==> src/rtl/lpcw_pkg.sv <==
`timescale 1ns/1ps
package lpcw_pkg;
  typedef enum logic [3:0] {
    PH_IDLE, PH_TYPE, PH_ADDR, PH_DATA,
    PH_TAR_H, PH_TAR_T, PH_SYNC, PH_REL_A, PH_REL_B
  } phase_t;

  localparam logic [3:0] NIB_START = 4'b0000;
  localparam logic [3:0] NIB_READY = 4'b0000;
  localparam logic [3:0] NIB_OWN   = 4'b1111;
  localparam logic [2:0] TYPE_MEMWR_HI = 3'b011;
endpackage

==> src/rtl/lpcw_seq.sv <==
`timescale 1ns/1ps
module lpcw_seq
  import lpcw_pkg::*;
#(
  parameter int ADDR_NIBS = 8,
  parameter int DATA_NIBS = 2,
  parameter int CNT_W     = 4
) (
  input  logic       clk,
  input  logic       live,
  input  logic       frame_n,
  input  logic [3:0] lad,
  output phase_t     phase_d,
  output logic       cap_addr,
  output logic       cap_data
);
  phase_t             phase_q;
  logic [CNT_W-1:0]   cnt_q, cnt_d;

  always_comb begin
    phase_d = phase_q;
    cnt_d   = cnt_q;
    if (!live) begin
      phase_d = PH_IDLE;
      cnt_d   = '0;
    end else if (!frame_n) begin
      phase_d = (lad == NIB_START) ? PH_TYPE : PH_IDLE;
      cnt_d   = '0;
    end else begin
      case (phase_q)
        PH_TYPE: begin
          phase_d = (lad[3:1] == TYPE_MEMWR_HI) ? PH_ADDR : PH_IDLE;
          cnt_d   = '0;
        end
        PH_ADDR: begin
          if (cnt_q == CNT_W'(ADDR_NIBS - 1)) begin
            phase_d = PH_DATA;
            cnt_d   = '0;
          end else begin
            cnt_d = cnt_q + CNT_W'(1);
          end
        end
        PH_DATA: begin
          if (cnt_q == CNT_W'(DATA_NIBS - 1)) begin
            phase_d = PH_TAR_H;
            cnt_d   = '0;
          end else begin
            cnt_d = cnt_q + CNT_W'(1);
          end
        end
        PH_TAR_H: phase_d = PH_TAR_T;
        PH_TAR_T: phase_d = PH_SYNC;
        PH_SYNC:  phase_d = PH_REL_A;
        PH_REL_A: phase_d = PH_REL_B;
        PH_REL_B: phase_d = PH_IDLE;
        default:  phase_d = PH_IDLE;
      endcase
    end
  end

  assign cap_addr = live && frame_n && (phase_q == PH_ADDR);
  assign cap_data = live && frame_n && (phase_q == PH_DATA);

  always_ff @(posedge clk) begin
    phase_q <= phase_d;
    cnt_q   <= cnt_d;
  end
endmodule

==> src/rtl/lpcw_asm.sv <==
`timescale 1ns/1ps
module lpcw_asm #(
  parameter int ADDR_W = 32,
  parameter int DATA_W = 8,
  parameter int NIB_W  = 4
) (
  input  logic              clk,
  input  logic              rst,
  input  logic [NIB_W-1:0]  lad,
  input  logic              cap_addr,
  input  logic              cap_data,
  input  logic              commit,
  output logic [ADDR_W-1:0] wr_addr,
  output logic [DATA_W-1:0] wr_data
);
  logic [ADDR_W-1:0] addr_sh;
  logic [DATA_W-1:0] data_sh;

  always_ff @(posedge clk) begin
    if (rst) begin
      addr_sh <= '0;
      data_sh <= '0;
      wr_addr <= '0;
      wr_data <= '0;
    end else begin
      if (cap_addr) addr_sh <= {addr_sh[ADDR_W-NIB_W-1:0], lad};
      if (cap_data) data_sh <= {lad, data_sh[DATA_W-1:NIB_W]};
      if (commit) begin
        wr_addr <= addr_sh;
        wr_data <= data_sh;
      end
    end
  end
endmodule

==> src/rtl/lpcw_pad.sv <==
`timescale 1ns/1ps
module lpcw_pad
  import lpcw_pkg::*;
(
  input  logic       clk,
  input  logic       live,
  input  phase_t     phase_d,
  output logic       bus_oe,
  output logic [3:0] bus_out,
  output logic       wr_stb
);
  always_ff @(posedge clk) begin
    if (!live) begin
      bus_oe  <= 1'b0;
      bus_out <= NIB_OWN;
      wr_stb  <= 1'b0;
    end else begin
      bus_oe  <= (phase_d == PH_TAR_T) || (phase_d == PH_SYNC);
      bus_out <= (phase_d == PH_SYNC) ? NIB_READY : NIB_OWN;
      wr_stb  <= (phase_d == PH_SYNC);
    end
  end
endmodule

==> src/rtl/lpc_wr_target.sv <==
`timescale 1ns/1ps
module lpc_wr_target
  import lpcw_pkg::*;
#(
  parameter int ADDR_W = 32,
  parameter int DATA_W = 8
) (
  input  logic              clk,
  input  logic              rst,
  input  logic              dev_sel,
  input  logic              frame_n,
  input  logic [3:0]        bus_in,
  output logic              bus_oe,
  output logic [3:0]        bus_out,
  output logic              wr_stb,
  output logic [ADDR_W-1:0] wr_addr,
  output logic [DATA_W-1:0] wr_data
);
  localparam int NIB_W     = 4;
  localparam int ADDR_NIBS = ADDR_W / NIB_W;
  localparam int DATA_NIBS = DATA_W / NIB_W;
  localparam int MAX_NIBS  = (ADDR_NIBS > DATA_NIBS) ? ADDR_NIBS : DATA_NIBS;
  localparam int CNT_W     = $clog2(MAX_NIBS) + 1;

  logic   live;
  phase_t phase_d;
  logic   cap_addr, cap_data, commit;

  assign live   = !rst && dev_sel;
  assign commit = live && (phase_d == PH_SYNC);

  lpcw_seq #(.ADDR_NIBS(ADDR_NIBS), .DATA_NIBS(DATA_NIBS), .CNT_W(CNT_W)) u_seq (
    .clk(clk), .live(live), .frame_n(frame_n), .lad(bus_in),
    .phase_d(phase_d), .cap_addr(cap_addr), .cap_data(cap_data)
  );

  lpcw_asm #(.ADDR_W(ADDR_W), .DATA_W(DATA_W), .NIB_W(NIB_W)) u_asm (
    .clk(clk), .rst(rst), .lad(bus_in), .cap_addr(cap_addr),
    .cap_data(cap_data), .commit(commit),
    .wr_addr(wr_addr), .wr_data(wr_data)
  );

  lpcw_pad u_pad (
    .clk(clk), .live(live), .phase_d(phase_d),
    .bus_oe(bus_oe), .bus_out(bus_out), .wr_stb(wr_stb)
  );
endmodule

==> config.mk <==
export PLATFORM = sky130hd
export DESIGN_NAME = lpc_wr_target
export DESIGN_NICKNAME = d
export VERILOG_FILES = /design/src/rtl/lpcw_pkg.sv /design/src/rtl/lpcw_seq.sv /design/src/rtl/lpcw_asm.sv /design/src/rtl/lpcw_pad.sv /design/src/rtl/lpc_wr_target.sv
export SDC_FILE = /design/constraint.sdc
export NUM_CORES = 1
export LEC_CHECK = 0
export ABC_AREA = 0
export BUFFER_PORTS_ARGS = -buffer_cell sky130_fd_sc_hd__buf_2
export CORE_MARGIN = 4
export CORE_UTILIZATION = 35
export CTS_CLUSTER_SIZE = 30
export DETAILED_ROUTE_END_ITERATION = 10
export PLACE_DENSITY = 0.59
export SKIP_CTS_REPAIR_TIMING = 1
export SLEW_MARGIN = 20
export SYNTH_ARGS = -nofsm -noshare
export SYNTH_HDL_FRONTEND = slang
export SYNTH_HIERARCHICAL = 1
export SYNTH_SLANG_ARGS = --single-unit
export TNS_END_PERCENT = 10
==> constraint.sdc <==
create_clock -name clk -period 5.65 [get_ports clk]
set_clock_uncertainty 0.05 [all_clocks]
set_input_delay 0.565 -clock clk [delete_from_list [all_inputs] [get_ports clk]]
set_output_delay 0.565 -clock clk [all_outputs]
set_load 0.02 [all_outputs]
## Word level (Yosys, flattened, before mapping)

Cells that the tools add are included.

| storage, ports and cells | value |
|---|---|
| bits in registers | 94 |
| logic and storage cells | 43 |

| cells by class | value |
|---|---|
| add/subtract/negate cells | 1 |
| reduce and logical (&&, ||, !) cells | 10 |
| multiplexer cells | 11 |
| equality and inequality tests | 12 |

Operator list:

| operator | count |
|---|---|
| $eq 4x3->1 const B | 7 |
| $mux 4 | 7 |
| $pmux 4 s7 | 1 |
| $pmux 4 s3 | 1 |
| $eq 4x1->1 const B | 2 |
| $eq 4x2->1 const B | 2 |
| $logic_and 1x1->1 | 5 |
| $add 4x1->4 const B | 1 |
| $logic_not 4->1 | 1 |
| $eq 3x2->1 const B | 1 |
| $reduce_bool 3->1 | 1 |
| $mux 2 | 1 |
| $reduce_and 2->1 | 1 |
| $logic_not 1->1 | 1 |
| $logic_or 1x1->1 | 1 |
| $mux 1 | 1 |

## Logic depth before layout (Yosys ltp)

Gate-level depths: netlist of run 1.

| depth | value |
|---|---|
| depth after elaboration | 7 |
| mapped depth | 11 |
| depth with buffers taken out | 9 |

## Hierarchy

The synthesis of run 1 kept the hierarchy.

Modules (own cells, without submodules):

| module | instances | cells each | area each (µm²) |
|---|---|---|---|
| lpcw_asm | 1 | 259 | 2914.0 |
| lpcw_seq | 1 | 60 | 501.7 |
| lpcw_pad | 1 | 11 | 131.4 |
| lpc_wr_target | 1 | 3 | 25.0 |

## Worst setup path after synthesis of run 1

Ideal clock, no wire load.

| path | value |
|---|---|
| path type | in2reg |
| start point | input dev_sel |
| end point | register u_asm.wr_addr[0] |
| data arrival time | 2.299 ns |
| library setup time | 0.128 ns |
| stages | 9 |
| setup slack | 3.174 ns |
| required time | 5.472 ns |
| cells stage by stage | nor2b_1 > nand2_1 > a211oi_1 > and4bb_1 > and2_1 > buf_6 > buf_12 > mux2i_1 > nor2_1 |

| between the ends | value |
|---|---|
| cells in the longest elaborated chain, start to end | 4 |

Ends and longest elaborated chain:

| what | RTL line | text |
|---|---|---|
| start: declaration | lpc_wr_target.sv:10 | `input logic dev_sel,` |
| $logic_and 1x1->1 | lpc_wr_target.sv:29 | `assign live = !rst && dev_sel;` |
| $mux 4 | lpcw_seq.sv:23 | `if (!live) begin` |
| net phase_d[2] | lpc_wr_target.sv:26 | `phase_t phase_d;` |
| $eq 4x3->1 | lpc_wr_target.sv:30 | `assign commit = live && (phase_d == PH_SYNC);` |
| $logic_and 1x1->1 | lpc_wr_target.sv:30 |  |
| net commit | lpc_wr_target.sv:27 | `logic cap_addr, cap_data, commit;` |
| end signal: assignment | lpcw_asm.sv:29 | `wr_addr <= addr_sh;` |
| end: declaration | lpcw_asm.sv:13 | `output logic [ADDR_W-1:0] wr_addr,` |

The timed path passes the listed nets, and every way through them passes these cells.
A chain may end at the register's enable or synchronous reset.

## Worst setup path in the final report of run 1

| path | value |
|---|---|
| start point | register u_seq.cnt_q[0] |
| end point | register u_asm.wr_addr[20] |

| between the ends | value |
|---|---|
| cells in the longest elaborated chain, start to end | 7 |
| elaborated cells on any way between the ends | 9 |

Ends and longest elaborated chain:

| what | RTL line | text |
|---|---|---|
| start: declaration | lpcw_seq.sv:18 | `logic [CNT_W-1:0] cnt_q, cnt_d;` |
| start signal: assignment | lpcw_seq.sv:66 | `cnt_q <= cnt_d;` |
| $eq 4x1->1 / $eq 4x3->1 (equally long branches) | lpcw_seq.sv:44, lpcw_seq.sv:36 |  |
| $mux 4, on equally long branches | lpcw_seq.sv:44, lpcw_seq.sv:36 |  |
| $pmux 4 s7 * | lpcw_seq.sv:30 | `case (phase_q)` |
| $mux 4 * | lpcw_seq.sv:26 | `end else if (!frame_n) begin` |
| $mux 4 * | lpcw_seq.sv:23 |  |
| net phase_d[2] | lpc_wr_target.sv:26 |  |
| $eq 4x3->1 * | lpc_wr_target.sv:30 |  |
| $logic_and 1x1->1 * | lpc_wr_target.sv:30 |  |
| net commit | lpc_wr_target.sv:27 |  |

The timed path passes the listed nets; every way through them passes the cells marked *.

==> results.yml, run 1 <==
critical_path:
  cpPeakStageDelay_ns: 0.63
  r2r_cells: 9
  cp_slowest_cell: "and2_2"
  required_ns: 5.81
  cp_max_fo: 23
  crit_buf_inv: 1
  path_cells: "ha_1 -> nor3b_1 -> nand4_1 -> a211oi_1 -> and4bb_1 -> and2_2 -> buf_4 -> mux2i_1 -> nor2_1"
  critPathLaunchType: "flop"
  critPathKind: "reg2reg"
  regToRegSetupSlack_ns: 2.17
  critPathArrivalTime_ns: 3.64
  crit_path_end_kind: "flop"
  startpoint: "u_seq/cnt_q[0]"
  path_delay_family: "simple AND/OR/NAND/NOR gates"
  r2r-start: "u_seq/cnt_q[0]"
  r2r_end: "u_asm/wr_addr[20]"
sta:
  max_slew_margin_pct: 46.80
  tns_ns: 0
  rsz0062_at_grt: "no"
  fmax_mhz: 287.8
  finalCritPeriodShare_pct: 61.51
  hold_viol_final: 0
  tightest_slew_ns: 0.7980
  fin_hold_ws_ns: 0.4436
  min_period_ns: 3.475
  setup_viol: 0
  maxSlewViolCount: 0
min_path:
  holdPathEnd: "u_asm/wr_addr[26]"
  min_from: "u_asm/wr_addr[26]"
  hold_depth: 2
  hold_path_class: "reg2reg"
place:
  post-dp-hpwl_um: 4548
  place_congestion: 0.7485
  portBuffers: 53
logic_synthesis:
  synth-main-ff-cell: "dfxtp_1"
  syn_area_mm2: 0.003572
  syn_inst: 333
  synth-seq-cells: 91
  synth_top_area_share_pct: 51.00
  yosysTopAreaCell: "dfxtp_1"
  syn_nets: 343
  synth.area.top_cells: "dfxtp_1 51%, mux2i_1 22%, nor2_1 8.7%"
  synth-edff-count: 0
  synth_area_per_cell_um2: 10.73
  synth_cell_types: 38
  ys_warn_count: 6
  async_flop_share_pct: 0
  ys_seq_area_share_pct: 51.00
global_route:
  gr-usage-all-layers_pct: 11.85
  grt_max_degree: 81
  grt_pass1_wl_um: 11010
  overflow: 0
  antenna_found_initial: 0
  grt_pass1_vias: 2227
power:
  leakage_nw: 1.456
  p_per_area_mw_per_mm2: 265.5
  internal_power_w: 0.0008152
  p_switching_w: 0.0002377
  p_seq_share_pct: 60.9
  ir_drop_mv: 0.1320
  pwr-share-clk_pct: 37.5
  netSwitchingFraction_pct: 22.57
  pwr-share-comb_pct: 1.6
outcome:
  status: "finished clean"
clock_tree:
  cts_tree: "yes"
  cts_inserted_buffers: 9
  clkTransAtPathRegs_ns: 0.09
  clock_path_buffers: 2
  clkSinkCount: 91
  clock_latency_ns: 0.36
  h-tree-depth: 3
  clock-root-buffer: "clkbuf_8"
floorplanning:
  die_y_um: 109.0
  core_mm2: 0.009864
  num_rows: 36
  initial_core_util_pct: 36.21
  ioPinCount: 54
  die-area_mm2: 0.01189
  dieWidth_um: 109.0
job:
  maxCapViolCount: 0
routing:
  wl_per_cell_um: 13.36
  vias: 2400
  ant_nets: 0
  drc: 0
  first_pass_iters: 4
  viasPerCell: 4.678
  drt_first_iter_violations: 118
  drt_wl_total_um: 6852
finish:
  fillers: 976
  final_nets: 385
  final_common_cell: "dfxtp_1"
  drive_gt1_share_pct: 20.26
  area_growth_pct: 11.03
  final_cell_mix: "91 x dfxtp_1, 83 x nor2_1, 80 x mux2i_1, 53 x buf_2, 10 x clkbuf_8"
  diodes: 0
-- cell usage after synthesis (3+ instances only) --
cell / n
nor3b_1: 3
nand2_1: 3
buf_4: 4
buf_2: 10
dfxtp_1: 91
nand4_1: 3
nor2_1: 83
mux2i_1: 80
a21oi_1: 5
nand4b_1: 3
nor4_1: 3
buf_12: 7
o21ai_0: 4
clkbuf_1: 3
-- worst reg2reg max path, delay by kind of cell, from the launching register on --
family | cells | cell delay (ns)
DFF | 1 | 0.42
muxes | 1 | 0.25
AOI/OAI and AO/OA | 1 | 0.51
and+or+nand+nor | 5 | 1.47
adders and majority gates | 1 | 0.20
buffers and inverters | 1 | 0.45
-- sequential cells by signal, indices dropped and copies added (netlist names) --
signal / count
u_asm/addr_sh: 32
u_asm/wr_addr: 32
u_asm/data_sh: 8
u_asm/wr_data: 8
u_seq/cnt_q: 4
u_seq/phase_q: 4
u_pad/bus_oe: 1
u_pad/bus_out: 1
u_pad/wr_stb: 1
-- kinds of logic after synthesis --
group           share of synthesized area (%)
compound gates                          2.977
xor+xnor                               0.2452
fa+ha+maj                              0.7004
buf+inv                                 7.320
flops                                   51.00
mux                                     22.42
simple gates                            15.34
-- metal layers --
layer / up-vias / wire [µm] / track usage (%)
met3: 6 / 444 / 5.092
met1: 1105 / 3241 / 15.30
li1: 1222 / - / -
met2: 67 / 3104 / 18.07
met5: - / 0 / 0
met4: 0 / 61 / 3.336
-- metrics by stage --
stage               instance area, µm²  setup WS (ns)  std cells   power, W  utilization (%)
floorplan                         3572          3.174        333  0.0006675                -
global placement                  3787          2.118        497  0.0006733            38.39
detailed placement                3787          1.985        497  0.0006732            38.39
CTS                               3966          2.177        513   0.001069            40.21
global route                      3966          1.933        513   0.001095            40.21
finish                            3966          2.175        513   0.001053            40.21
-- how the worst max path moves through the flow --
stage                              to  slack (ns)  cells past startpoint
floorplan            u_asm/wr_addr[0]        3.17                      9
CTS                 u_asm/wr_addr[20]        2.18                      9
global route        u_asm/wr_addr[12]        1.93                      9
global placement    u_asm/wr_addr[30]        2.12                      9
finish              u_asm/wr_addr[20]        2.17                      9
detailed placement  u_asm/wr_addr[20]        1.99                      9
-- power groups by stage --
stage	Sequential, W	Clock [W]	Combinational [W]
finish	0.000641	0.000395	0.0000167
CTS	0.000641	0.000411	0.0000167
global placement	0.000657	0	0.0000168
global route	0.000642	0.000435	0.0000185
floorplan	0.000656	0	0.0000114
detailed placement	0.000657	0	0.0000167
-- final cells by class --
cell class	instances	area [µm²]	share of cell area, %
flip-flops and latches	91	1822	45.93
multi-input cells	214	1496	37.73
repair buffers	57	295.3	7.445
well taps	133	166.4	4.196
clock buffers	10	137.6	3.470
clock inverters	6	41.29	1.041
inverters	2	7.507	0.1893
Power figures use the tool's default switching activity.
==> inputs of run 2 (changes only) <==
clock period = 3.34 ns   (was 5.65 ns; I/O delays follow)
==> results.yml, run 2 (synthesized netlist as in run 1, its figures left out) <==
clock_tree:
  clkTransAtPathRegs_ns: 0.09
  clkSinkCount: 91
  clock-root-buffer: "clkbuf_8"
  cts_tree: "yes"
  clock_path_buffers: 2
  clock_latency_ns: 0.35
  h-tree-depth: 3
  cts_inserted_buffers: 9
sta:
  tns_ns: 0
  hold_viol_final: 0
  tightest_slew_ns: 0.7850
  finalCritPeriodShare_pct: 86.88
  rsz0062_at_grt: "no"
  setup_ws_ns: 0.4383
  maxSlewViolCount: 0
  fmax_mhz: 344.6
  max_slew_margin_pct: 47.67
  setup_viol: 0
  min_period_ns: 2.902
routing:
  first_pass_iters: 4
  ant_nets: 0
  vias: 2374
  drt_first_iter_violations: 136
  drt_wl_total_um: 6693
  wl_per_cell_um: 12.97
  drc: 0
  viasPerCell: 4.601
finish:
  regArea_mm2: 0.001822
  reg.largest.list: "u_asm/addr_sh x32, u_asm/wr_addr x32"
  finish.instance_area_mm2: 0.004021
  final_common_cell: "dfxtp_1"
  final_cell_mix: "91 x dfxtp_1, 83 x nor2_1, 80 x mux2i_1, 53 x buf_2, 9 x clkbuf_8"
  area_growth_pct: 12.57
  multiInputGateArea_mm2: 0.001496
  diodes: 0
  fillers: 975
  final_nets: 388
  drive_gt1_share_pct: 20.63
power:
  p_per_area_mw_per_mm2: 461.7
  ir_drop_mv: 0.2733
  leakage_nw: 1.484
  finalPower_w: 0.001857
floorplanning:
  dieWidth_um: 109.0
  core_mm2: 0.009864
  initial_core_util_pct: 36.21
  die-area_mm2: 0.01189
  num_rows: 36
  ioPinCount: 54
  die_y_um: 109.0
place:
  dpl_cell_area_mm2: 0.003822
  place_ws_ns: 0.4580
  post-dp-hpwl_um: 4378
  portBuffers: 53
  place_congestion: 0.7967
critical_path:
  path_depth: 9
  regToRegSetupSlack_ns: 0.44
  crit_path_end_kind: "flop"
  crit_buf_inv: 1
  path_cells: "ha_1 -> nor3b_1 -> or3_1 -> a31oi_1 -> and4bb_1 -> and2_2 -> buf_12 -> mux2i_1 -> nor2_1"
  critPathArrivalTime_ns: 3.06
  r2r_cells: 9
  required_ns: 3.50
  cp_slowest_cell: "and2_2"
  cp_max_fo: 21
  path_delay_family: "simple AND/OR/NAND/NOR gates"
  critPathLaunchType: "flop"
  critPathKind: "reg2reg"
  cpPeakStageDelay_ns: 0.59
global_route:
  grt_max_degree: 81
  antenna_found_initial: 0
  grt_pass1_wl_um: 11290
  gr-usage-all-layers_pct: 12.01
  overflow: 0
  grt_pass1_vias: 2305
min_path:
  hold_path_class: "in2reg"
  hold_depth: 3
job:
  maxCapViolCount: 0
outcome:
  status: "finished clean"
## run 2: changes by cell type in the layout (fill, tap and decap cells not counted), sizes merged
cell	change
clkinv	-3
buf	+3
clkinvlp	-1
inv	+3
bufinv	+1
## run 2: area by class of cell
cell class / instances / area share [%]
multi-input combinational: 214 / 37.21
timing repair buffer: 60 / 8.214
clock buffer: 10 / 3.174
inverter: 2 / 0.1867
sequential: 91 / 45.30
clock inverter: 6 / 1.773
tap: 133 / 4.138
## run 2: metal layers
metal  vias up  routed length, µm  global-route usage [%]
met1      1073               3126                   15.69
li1       1229                  -                       -
met4         0                 80                   3.517
met3         9                506                   5.092
met2        63               2980                   18.07
met5         -                  0                       0
## run 2: report_power, final
group / internal [W] / switching, W
Clock: 0.000354 / 0.000388
Sequential: 0.00108 / 0.000000870
Combinational: 0.00000743 / 0.0000225
## run 2: stage by stage
step,hold WS (ns),utilization (%),std cells
final,0.2393,40.77,516
after global placement,0.4205,38.75,500
after CTS,0.2223,40.77,516
after global routing,0.2363,40.77,516
after detailed placement,0.4271,38.75,500
after floorplan,0.4101,-,333
## run 2: worst paths after layout
kind	start	to
max reg2reg	u_seq/cnt_q[0]	u_asm/wr_addr[6]
min	bus_in[0]	u_asm/addr_sh[0]
min reg2reg	u_asm/wr_addr[1]	u_asm/wr_addr[1]
max	u_seq/cnt_q[0]	u_asm/wr_addr[6]
## run 2: worst reg2reg max path, cell delays in order (launching register included)
cell and delay [ns]:
dfxtp_1 0.42, ha_1 0.19, nor3b_1 0.34, or3_1 0.18
a31oi_1 0.16, and4bb_1 0.30, and2_2 0.59, buf_12 0.28
mux2i_1 0.21, nor2_1 0.05
